## config.mk

```make
export PLATFORM = sky130hd
export DESIGN_NAME = gated_clock_divider
export DESIGN_NICKNAME = d
export VERILOG_FILES = /design/src/rtl/clkdiv_pkg.sv /design/src/rtl/clkdiv_gate_fsm.sv /design/src/rtl/clkdiv_phase_fsm.sv /design/src/rtl/gated_clock_divider.sv
export SDC_FILE = /design/constraint.sdc
export NUM_CORES = 1
export LEC_CHECK = 0
export ABC_AREA = 0
export BUFFER_PORTS_ARGS = -buffer_cell sky130_fd_sc_hd__buf_2
export CORE_AREA = 2 2 39 41
export CTS_CLUSTER_DIAMETER = 60
export DETAILED_ROUTE_END_ITERATION = 8
export DIE_AREA = 0 0 41 43
export SETUP_SLACK_MARGIN = 0.3
export SYNTH_ARGS = -nofsm -noshare
export SYNTH_HDL_FRONTEND = slang
export SYNTH_SLANG_ARGS = --single-unit
```

## constraint.sdc

```tcl
create_clock -name clk_i -period 1.2 [get_ports clk_i]
set_input_delay 0.24 -clock clk_i [delete_from_list [all_inputs] [get_ports clk_i]]
set_output_delay 0.24 -clock clk_i [all_outputs]
set_load 0.1 [all_outputs]
```

## src/rtl/clkdiv_pkg.sv

```systemverilog
package clkdiv_pkg;
    localparam int unsigned DIV_BITS = 3;
    localparam int unsigned PHASES   = 1 << DIV_BITS;

    typedef enum logic [DIV_BITS-1:0] {
        PH0 = 3'd0,
        PH1 = 3'd1,
        PH2 = 3'd2,
        PH3 = 3'd3,
        PH4 = 3'd4,
        PH5 = 3'd5,
        PH6 = 3'd6,
        PH7 = 3'd7
    } phase_e;

    typedef enum logic {
        GATE_OFF = 1'b0,
        GATE_ON  = 1'b1
    } gate_e;
endpackage

```

## src/rtl/clkdiv_gate_fsm.sv

```systemverilog
module clkdiv_gate_fsm
    import clkdiv_pkg::*;
(
    input  logic clk_i,
    input  logic rst_i,
    input  logic run_i,
    output logic gate_on_o
);
    gate_e state_q, state_d;

    // State register on the falling edge: the gate only moves while the clock is low.
    always_ff @(negedge clk_i or posedge rst_i) begin
        if (rst_i) state_q <= GATE_OFF;
        else       state_q <= state_d;
    end

    always_comb begin
        state_d = state_q;
        unique case (state_q)
            GATE_OFF: if (run_i)  state_d = GATE_ON;
            GATE_ON:  if (!run_i) state_d = GATE_OFF;
            default:  state_d = GATE_OFF;
        endcase
    end

    always_comb gate_on_o = (state_q == GATE_ON);
endmodule

```

## src/rtl/clkdiv_phase_fsm.sv

```systemverilog
module clkdiv_phase_fsm
    import clkdiv_pkg::*;
(
    input  logic                clk_i,
    input  logic                rst_i,
    input  logic                adv_i,
    output logic [DIV_BITS-1:0] phase_o
);
    phase_e state_q, state_d;

    always_ff @(posedge clk_i or posedge rst_i) begin
        if (rst_i) state_q <= PH0;
        else       state_q <= state_d;
    end

    always_comb begin
        state_d = state_q;
        if (adv_i) begin
            unique case (state_q)
                PH0: state_d = PH7;
                PH7: state_d = PH6;
                PH6: state_d = PH5;
                PH5: state_d = PH4;
                PH4: state_d = PH3;
                PH3: state_d = PH2;
                PH2: state_d = PH1;
                PH1: state_d = PH0;
                default: state_d = PH0;
            endcase
        end
    end

    // The state code is the phase count, so each output bit is a register bit.
    always_comb phase_o = state_q;

    // no advance request means the phase stays put
    a_r6_phase_frozen: assert property (@(posedge clk_i) disable iff (rst_i)
        !adv_i |=> $stable(state_q));

    // an advance request steps the phase down by one
    a_r4_phase_steps: assert property (@(posedge clk_i) disable iff (rst_i)
        adv_i |=> (state_q == phase_e'($past(state_q) - 3'd1)));
endmodule

```

## src/rtl/gated_clock_divider.sv

```systemverilog
module gated_clock_divider
    import clkdiv_pkg::*;
(
    input  logic clk_i,
    input  logic run_i,
    input  logic clr_i,
    output logic div2_o,
    output logic div4_o,
    output logic div8_o
);
    logic                gate_on;
    logic [DIV_BITS-1:0] phase;
    logic [DIV_BITS-1:0] div_w;

    clkdiv_gate_fsm u_gate (
        .clk_i     (clk_i),
        .rst_i     (clr_i),
        .run_i     (run_i),
        .gate_on_o (gate_on)
    );

    clkdiv_phase_fsm u_phase (
        .clk_i   (clk_i),
        .rst_i   (clr_i),
        .adv_i   (gate_on),
        .phase_o (phase)
    );

    for (genvar g = 0; g < DIV_BITS; g++) begin : g_tap
        assign div_w[g] = phase[g];
    end

    always_comb begin
        div2_o = div_w[0];
        div4_o = div_w[1];
        div8_o = div_w[2];
    end

    // clear holds every output low
    a_r1_clear_low: assert property (@(posedge clk_i)
        clr_i |-> (div_w == '0));

    // an open gate toggles the divide-by-2 output on the next edge
    a_r2_div2_toggles: assert property (@(posedge clk_i) disable iff (clr_i)
        gate_on |=> (div2_o != $past(div2_o)));

    // a closed gate keeps every output level
    a_r6_outputs_hold: assert property (@(posedge clk_i) disable iff (clr_i)
        !gate_on |=> $stable(div_w));

    // a rise of divide-by-8 is shared by the faster outputs
    a_r4_common_rise: assert property (@(posedge clk_i) disable iff (clr_i)
        $rose(div8_o) |-> ($rose(div4_o) && $rose(div2_o)));

    // a rise of divide-by-4 is shared by divide-by-2
    a_r3_div4_with_div2: assert property (@(posedge clk_i) disable iff (clr_i)
        $rose(div4_o) |-> $rose(div2_o));
endmodule

```

==> flow_summary.yaml, run 1 <==
detailed_routing:
  viasPerCell: 3.24
  top_layer_used: "met4"
  final_antenna_violating_net_count: 0
  met2WireLength_um: 140
  drt_iter0_drc: 3
  vias: 133
  met1Wirelength_um: 122
  drc_errors: 0
  routedWlPerCell_um: 7.85
  wl_um: 322
  met3_wirelength_um: 48
  pre_repair_dr_iteration_count: 2
die:
  rows: 14
  core_um2: 1380
  die-area_um2: 1760
  dieWidth_um: 41
  io_pins: 6
  dieHeight_um: 43
  start_util_pct: 12.0
yosys:
  synth.ff_latch_count: 4
  synth.area.mux_share_pct: 6.02
  yosys.area_share.simple_pct: 0
  syn-instance-count: 13
  ys_seq_area_share_pct: 60.2
  synth_top_family_by_area: "adder cells"
  yosysWarnings: 0
  post_synth_fa_ha_maj_area_fraction_pct: 15.0
  number_of_distinct_library_cell_variants_in_the_gate_level_netlist_after_synthesis: 8
  yosys_top_cell_by_area: "dfrtp_1"
  synthesis.area_per_instance_um2: 12.8
  synthesized_area_um2: 166
  synthTopCellsByArea: "dfrtp_1, dfrtn_1, ha_1"
  synth.top_cell.area_share_pct: 45.1
  synth-compound-area-share_pct: 6.77
  synth_xor_xnor_area_share_pct: 5.26
  synthesis.nets: 18
worst_setup_path:
  max_stage_delay_ns: 0.37
  timing_worst_setup_path_type: "register to register"
  cp_slowest_cell: "dfrtn_1"
  crit_path_max_fanout: 4
  critPathRequiredTime_ns: 1.33
  timing.critical_path.from_type: "register"
  worst_setup_path_end_kind: "register"
  cp.arrival_ns: 1.51
  worstPathCellList: "buf_4 > xor2_1"
clock_tree:
  max-clock-path-buffers: 2
  cts_bufs_inserted: 3
  cts_tree: "yes"
  clock_tree.htree_level_count: 1
  cts_root_buf: "clkbuf_4"
  cts_num_sinks: 4
  clk_pin_slew_worst_paths_ns: 0.04
  worst_skew_pair.late_latency_ns: 0.24
hold_path:
  hold_class: "input port to asynchronous set/reset pin"
timing:
  grt_setup_unrepaired: "yes"
  setup_ws_ns: -0.182
  maxSlewViolCount: 0
  setup_clock_skew_after_layout_ns: 0.0137
  tightest_slew_ns: 0.125
  slew_headroom_pct: 91.4
  final_hold_viol_count: 0
  total_of_endpoints_with_negative_setup_slack_in_the_final_report: 3
place:
  place.gp.congestion: 0.658
  dpl-instance-area_um2: 265
  buffer_ports.inserted: 5
job:
  max_cap_viol_count: 0
finish:
  number_of_antenna_diodes: 0
  final_core_utilization_pct: 22.9
  layout.cells.most_common_list: "inv_1, clkbuf_4, buf_12"
  final_area_um2: 317
  layout-drive-gt1-share_pct: 52.0
  area.growth.synth_to_final_pct: 90.2
  finalNetCount: 31
global_routing:
  grt_pass1_wl_um: 531
  track_usage_pct: 5.53
  pin_count_of_the_biggest_net_entering_global_routing: 5
  grt_antenna_before_repair: 0
  number_of_global_route_vias_before_repair: 129
  grt_remaining_overflow: 0
run_status:
  violations_in_the_final_reports: "negative setup slack"
  run_status: "complete, but fails checks"
-- metrics by stage --
stage	setup TNS [ns]	hold WS (ns)	std cells	setup WS (ns)
global route	-0.644	0.325	41	-0.225
global placement	-0.353	0.129	34	-0.150
CTS	-0.446	0.317	40	-0.186
detailed placement	-0.416	0.132	34	-0.167
finish	-0.486	0.325	41	-0.182
floorplan	-0.296	0.00606	13	-0.132
-- state kept, by name, indices dropped and copies added (netlist names) --
name,count
u_phase.phase_o,3
u_gate.gate_on_o,1
-- logic make-up (layout without fill, tap and decap cells) --
group | count (synthesis) | count (layout)
multiplexers | 1 | 1
buffers and inverters | 3 | 15
flip-flops | 4 | 4
XOR/XNOR | 1 | 1
AO/OA/AOI/OAI | 2 | 2
adder cells (fa/ha/maj) | 2 | 2
-- cell usage after synthesis (all sizes together) --
cell / n
a21oi: 1
xor2: 1
ha: 2
dfrtn: 1
inv: 3
mux2i: 1
dfrtp: 3
a31oi: 1
-- final timing paths --
| kind | startpoint | cells past startpoint | end | slack [ns] |
|---|---|---|---|---|
| hold / removal | clr_i | 2 | u_gate.gate_on_o$_DFF_NP0_ | 0.32 |
| hold reg to reg | u_phase.phase_o[0]$_DFFE_PP0P_ | 1 | u_phase.phase_o[0]$_DFFE_PP0P_ | 0.53 |
| setup reg to reg | u_gate.gate_on_o$_DFF_NP0_ | 2 | u_phase.phase_o[0]$_DFFE_PP0P_ | -0.18 |
| setup / recovery | u_gate.gate_on_o$_DFF_NP0_ | 2 | u_phase.phase_o[0]$_DFFE_PP0P_ | -0.18 |
| max in group asynchronous | clr_i | 3 | u_phase.phase_o[1]$_DFFE_PP0P_ | 0.58 |
| min in group clk_i | u_phase.phase_o[0]$_DFFE_PP0P_ | 1 | u_phase.phase_o[0]$_DFFE_PP0P_ | 0.53 |
-- area by class of cell --
class                   instances  area [um^2]
repair buffers                  8         95.1
well taps                      16         20.0
multi-input cells               6         55.1
inverters                       3         11.3
flip-flops and latches          4          109
clock buffers                   4         26.3
fillers                       150         1070
-- per-layer routing --
| layer | global-route usage (%) | up-vias |
|---|---|---|
| met2 | 5.31 | 6 |
| li1 | - | 66 |
| met5 | 0 | - |
| met4 | 6.00 | 0 |
| met1 | 5.18 | 59 |
| met3 | 6.81 | 2 |
-- what timing repair did --
| item | in CTS | in global routing |
|---|---|---|
| buffers inserted | 1 | 1 |
| hold buffers | 1 | 0 |
| pin swaps | 0 | 0 |
| resized for setup | 0 | 0 |
| endpoints found under the setup margin | 6 | 6 |
| hold endpoints to repair | 3 | 0 |
-- critical path, delay by kind of cell (launching register included) --
| kind | cells | cell delay, ns |
|---|---|---|
| xor gates and xnor gates | 1 | 0.14 |
| buffers and inverters | 1 | 0.15 |
| DFF | 1 | 0.37 |
Power of run 1 is not shown: default switching activity piles up to over one toggle a cycle in this logic, so the estimate is an artifact.
==> inputs of run 2 (changes only) <==
- clock period: 1.2 -> 1.4 ns (I/O delays scaled with it)
==> run 2 against run 1 <==
  * The flow still finishes with violations (negative setup slack)
  * Count of clock-buffer cells in the layout unchanged
  * Setup slack better by 0.10 ns
  * First-iteration DRC count down 100%
  * Clock skew about the same
  * Global-route usage up 0.40 points
  * Non-clock buffer count unchanged
  * Worst hold slack better by 0.14 ns
  * Critical endpoint is now u_phase.phase_o[2]$_DFFE_PP0P_
==> flow_summary.yaml, run 2 (synthesis gave the netlist of run 1 again) <==
finish:
  finalNetCount: 31
  number_of_antenna_diodes: 0
  largest_register_ff_count: 3
  area.growth.synth_to_final_pct: 87.2
  layout-drive-gt1-share_pct: 52.0
  layout.cells.most_common_list: "inv_1, clkbuf_4, buf_12, dfrtp_2"
worst_setup_path:
  cp.arrival_ns: 1.64
  worstPathCellList: "a21oi_1 > a31oi_1"
  cp_num_buf_inv: 0
  timing.critical_path.from_type: "register"
  cp_slowest_cell: "dfrtn_1"
  critPathTopFamily: "flip-flops"
  worst_setup_path_end_kind: "register"
  critPathRequiredTime_ns: 1.56
  max_stage_delay_ns: 0.47
  crit_path_max_fanout: 4
  timing_worst_setup_path_type: "register to register"
global_routing:
  grt_remaining_overflow: 0
  grt_pass1_wl_um: 545
  number_of_global_route_vias_before_repair: 140
  pin_count_of_the_biggest_net_entering_global_routing: 5
  track_usage_pct: 5.94
  grt_antenna_before_repair: 0
timing:
  grt_setup_unrepaired: "yes"
  setup_clock_skew_after_layout_ns: 0.0136
  setup_ws_ns: -0.0784
  maxSlewViolCount: 0
  tightest_slew_ns: 0.177
  final_hold_viol_count: 0
  total_of_endpoints_with_negative_setup_slack_in_the_final_report: 3
  slew_headroom_pct: 88.2
detailed_routing:
  wl_um: 334
  final_antenna_violating_net_count: 0
  drc_errors: 0
  drt_iter0_drc: 0
  viasPerCell: 3.15
  vias: 129
  routedWlPerCell_um: 8.15
  pre_repair_dr_iteration_count: 1
run_status:
  run_status: "complete, but fails checks"
  violations_in_the_final_reports: "negative setup slack"
place:
  place.gp.congestion: 0.560
  place_hpwl_um: 221
  place_ws_ns: -0.0780
  buffer_ports.inserted: 5
job:
  max_cap_viol_count: 0
die:
  start_util_pct: 12.0
  core_um2: 1380
  io_pins: 6
  rows: 14
  dieHeight_um: 43
  dieWidth_um: 41
  die-area_um2: 1760
hold_path:
  hold_class: "input port to asynchronous set/reset pin"
clock_tree:
  cts_root_buf: "clkbuf_4"
  cts_num_sinks: 4
  cts_tree: "yes"
  max-clock-path-buffers: 2
  worst_skew_pair.late_latency_ns: 0.25
  cts_bufs_inserted: 3
  clk_pin_slew_worst_paths_ns: 0.04
  clock_tree.htree_level_count: 1
run 2: cell count changes in the layout (fill, tap and decap cells not counted):
cell     previous run  this run
dfrtp_2             1         3
dfrtp_4             2         0
run 2: layout make-up:
class | count | area, um^2
Fill cell | 155 | 1070
Sequential cell | 4 | 104
Timing Repair Buffer | 8 | 95.1
Multi-Input combinational cell | 6 | 55.1
Tap cell | 16 | 20.0
Inverter | 3 | 11.3
Clock buffer | 4 | 26.3
run 2: routing by layer:
| layer | vias to the layer above | GRT usage [%] | routed length (um) |
|---|---|---|---|
| met1 | 56 | 4.85 | 147 |
| met4 | 0 | 4.00 | 0 |
| li1 | 64 | - | - |
| met2 | 9 | 6.25 | 123 |
| met3 | 0 | 9.42 | 63 |
| met5 | - | 0 | 0 |
run 2: worst paths after layout:
path / startpoint / endpoint / slack, ns / cells past startpoint
worst max-delay path: u_gate.gate_on_o$_DFF_NP0_ / u_phase.phase_o[2]$_DFFE_PP0P_ / -0.08 / 2
worst min-delay path: clr_i / u_gate.gate_on_o$_DFF_NP0_ / 0.47 / 2
worst max register to register: u_gate.gate_on_o$_DFF_NP0_ / u_phase.phase_o[2]$_DFFE_PP0P_ / -0.08 / 2
worst min register to register: u_phase.phase_o[0]$_DFFE_PP0P_ / u_phase.phase_o[0]$_DFFE_PP0P_ / 0.59 / 2
max in group asynchronous: clr_i / u_phase.phase_o[1]$_DFFE_PP0P_ / 0.71 / 3
min in group clk_i: u_phase.phase_o[0]$_DFFE_PP0P_ / u_phase.phase_o[0]$_DFFE_PP0P_ / 0.59 / 2
run 2: timing repair:
item | in CTS | in global routing
hold endpoints to repair | 3 | 0
resized for setup | 12 | 0
pin swaps | 1 | 0
setup endpoints to repair | 6 | 6
hold buffers | 1 | 0
buffers inserted | 2 | 0
run 2: per-stage QoR:
| stage | setup TNS (ns) | utilization, % | hold slack [ns] | area (um^2) | cells |
|---|---|---|---|---|---|
| finish | -0.150 | 22.5 | 0.467 | 312 | 41 |
| global route | -0.248 | 22.5 | 0.456 | 312 | 41 |
| floorplan | -0.0442 | - | 0.0462 | 170 | 13 |
| global placement | -0.0938 | 15.6 | 0.167 | 215 | 34 |
| detailed placement | -0.130 | 15.6 | 0.175 | 215 | 34 |
| CTS | -0.152 | 22.5 | 0.459 | 312 | 41 |
Power of run 2 is left out for the same reason.
==> inputs of run 3 (changes only) <==
- CELL_PAD_IN_SITES_DETAIL_PLACEMENT: unset -> 1
- CELL_PAD_IN_SITES_GLOBAL_PLACEMENT: unset -> 1
- PLACE_DENSITY_LB_ADDON: unset -> 0.1
==> run 3 against run 2 <==
  * Clock skew about the same
  * Highest routed layer unchanged
  * Critical path depth unchanged
  * The flow still finishes with violations (negative setup slack)
  * Cell count unchanged
  * Utilization up 0.27 points
  * Sequential share of layout area down 0.40 points
  * Sequential cell count unchanged
  * Critical path type unchanged
  * Routed wire length up 12%
  * Worst hold slack worse by 0.015 ns
  * Cell area up 1.2%
  * Non-clock buffer count unchanged
==> flow_summary.yaml, run 3 (synthesis gave the netlist of run 1 again) <==
run_status:
  run_status: "complete, but fails checks"
  violations_in_the_final_reports: "negative setup slack"
timing:
  tightest_slew_ns: 0.210
  maxSlewViolCount: 0
  grt_setup_unrepaired: "yes"
  slew_headroom_pct: 86.0
  setup_clock_skew_after_layout_ns: 0.0135
  total_of_endpoints_with_negative_setup_slack_in_the_final_report: 3
  final_hold_viol_count: 0
  setup_ws_ns: -0.110
detailed_routing:
  drc_errors: 0
  pre_repair_dr_iteration_count: 1
  drt_iter0_drc: 0
  wl_um: 375
  final_antenna_violating_net_count: 0
  viasPerCell: 3.07
  vias: 126
  routedWlPerCell_um: 9.15
finish:
  fillCellCount: 160
  number_of_antenna_diodes: 0
  layout.cells.most_common_list: "inv_1, clkbuf_4, buf_12, dfrtp_2"
  largest_register_ff_count: 3
  finalNonFillerCells: 41
  layout-drive-gt1-share_pct: 56.0
  area.growth.synth_to_final_pct: 89.5
  finalNetCount: 31
clock_tree:
  max-clock-path-buffers: 2
  clk_pin_slew_worst_paths_ns: 0.04
  cts_bufs_inserted: 3
  cts_root_buf: "clkbuf_4"
  worst_skew_pair.late_latency_ns: 0.25
  cts_tree: "yes"
  cts_num_sinks: 4
  clock_tree.htree_level_count: 1
die:
  core_um2: 1380
  die-area_um2: 1760
  start_util_pct: 12.0
  dieWidth_um: 41
  dieHeight_um: 43
  rows: 14
  io_pins: 6
worst_setup_path:
  critPathRequiredTime_ns: 1.56
  worst_setup_path_end_kind: "register"
  crit_path_max_fanout: 4
  timing_worst_setup_path_type: "register to register"
  cp.arrival_ns: 1.67
  timing.critical_path.from_type: "register"
place:
  buffer_ports.inserted: 5
  place_hpwl_um: 247
  placed_cells: 34
  place.gp.congestion: 0.571
global_routing:
  grt_pass1_wl_um: 683
  track_usage_pct: 7.14
  grt_antenna_before_repair: 0
  pin_count_of_the_biggest_net_entering_global_routing: 5
  number_of_global_route_vias_before_repair: 149
  grt_remaining_overflow: 0
hold_path:
  hold_class: "input port to asynchronous set/reset pin"
job:
  max_cap_viol_count: 0
## run 3: cell counts in the layout (fill, tap and decap cells not counted)
Identical to the previous run, type by type.
## run 3: metal layers
layer	GRT usage, %	wire length [um]	vias to the layer above
met4	10.0	0	0
li1	-	-	65
met3	4.71	26	0
met2	7.81	185	4
met1	7.12	163	57
met5	0	0	-
## run 3: cell type report
type / count / area, um^2 / area share (%)
well taps: 16 / 20.0 / 6.35
multi-input cells: 6 / 58.8 / 18.7
inverters: 3 / 11.3 / 3.57
clock buffers: 4 / 26.3 / 8.33
flip-flops and latches: 4 / 104 / 32.9
repair buffers: 8 / 95.1 / 30.2
## run 3: through the flow
step / util, % / area [um^2] / setup TNS (ns) / setup slack (ns) / hold slack (ns)
detailed placement: 17.7 / 245 / -0.179 / -0.100 / 0.180
finish: 22.8 / 315 / -0.266 / -0.110 / 0.452
global route: 22.8 / 315 / -0.352 / -0.141 / 0.447
CTS: 22.5 / 312 / -0.227 / -0.110 / 0.443
global placement: 17.7 / 245 / -0.187 / -0.0953 / 0.179
floorplan: - / 170 / -0.0442 / -0.0421 / 0.0462
## run 3: path summary, 6_finish.rpt
| check | startpoint | endpoint | slack [ns] | cells after the start |
|---|---|---|---|---|
| worst max-delay path | u_gate.gate_on_o$_DFF_NP0_ | u_phase.phase_o[2]$_DFFE_PP0P_ | -0.11 | 2 |
| worst min-delay path | clr_i | u_gate.gate_on_o$_DFF_NP0_ | 0.45 | 2 |
| worst max register to register | u_gate.gate_on_o$_DFF_NP0_ | u_phase.phase_o[2]$_DFFE_PP0P_ | -0.11 | 2 |
| worst min register to register | u_phase.phase_o[2]$_DFFE_PP0P_ | u_phase.phase_o[2]$_DFFE_PP0P_ | 0.60 | 2 |
| max in group asynchronous | clr_i | u_phase.phase_o[1]$_DFFE_PP0P_ | 0.74 | 3 |
| min in group clk_i | u_phase.phase_o[2]$_DFFE_PP0P_ | u_phase.phase_o[2]$_DFFE_PP0P_ | 0.60 | 2 |
## run 3: critical path: stages (launching register included)
cell and delay, ns:
dfrtn_1 0.51, a21oi_2 0.07, a31oi_1 0.14
## run 3: repair_timing
action | in CTS | in global routing
hold buffers | 1 | 0
hold endpoints to repair | 3 | 0
pin swaps | 1 | 1
setup buffers | 2 | 0
endpoints found under the setup margin | 6 | 6
resized for setup | 4 | 1
Power of run 3 is left out for the same reason.
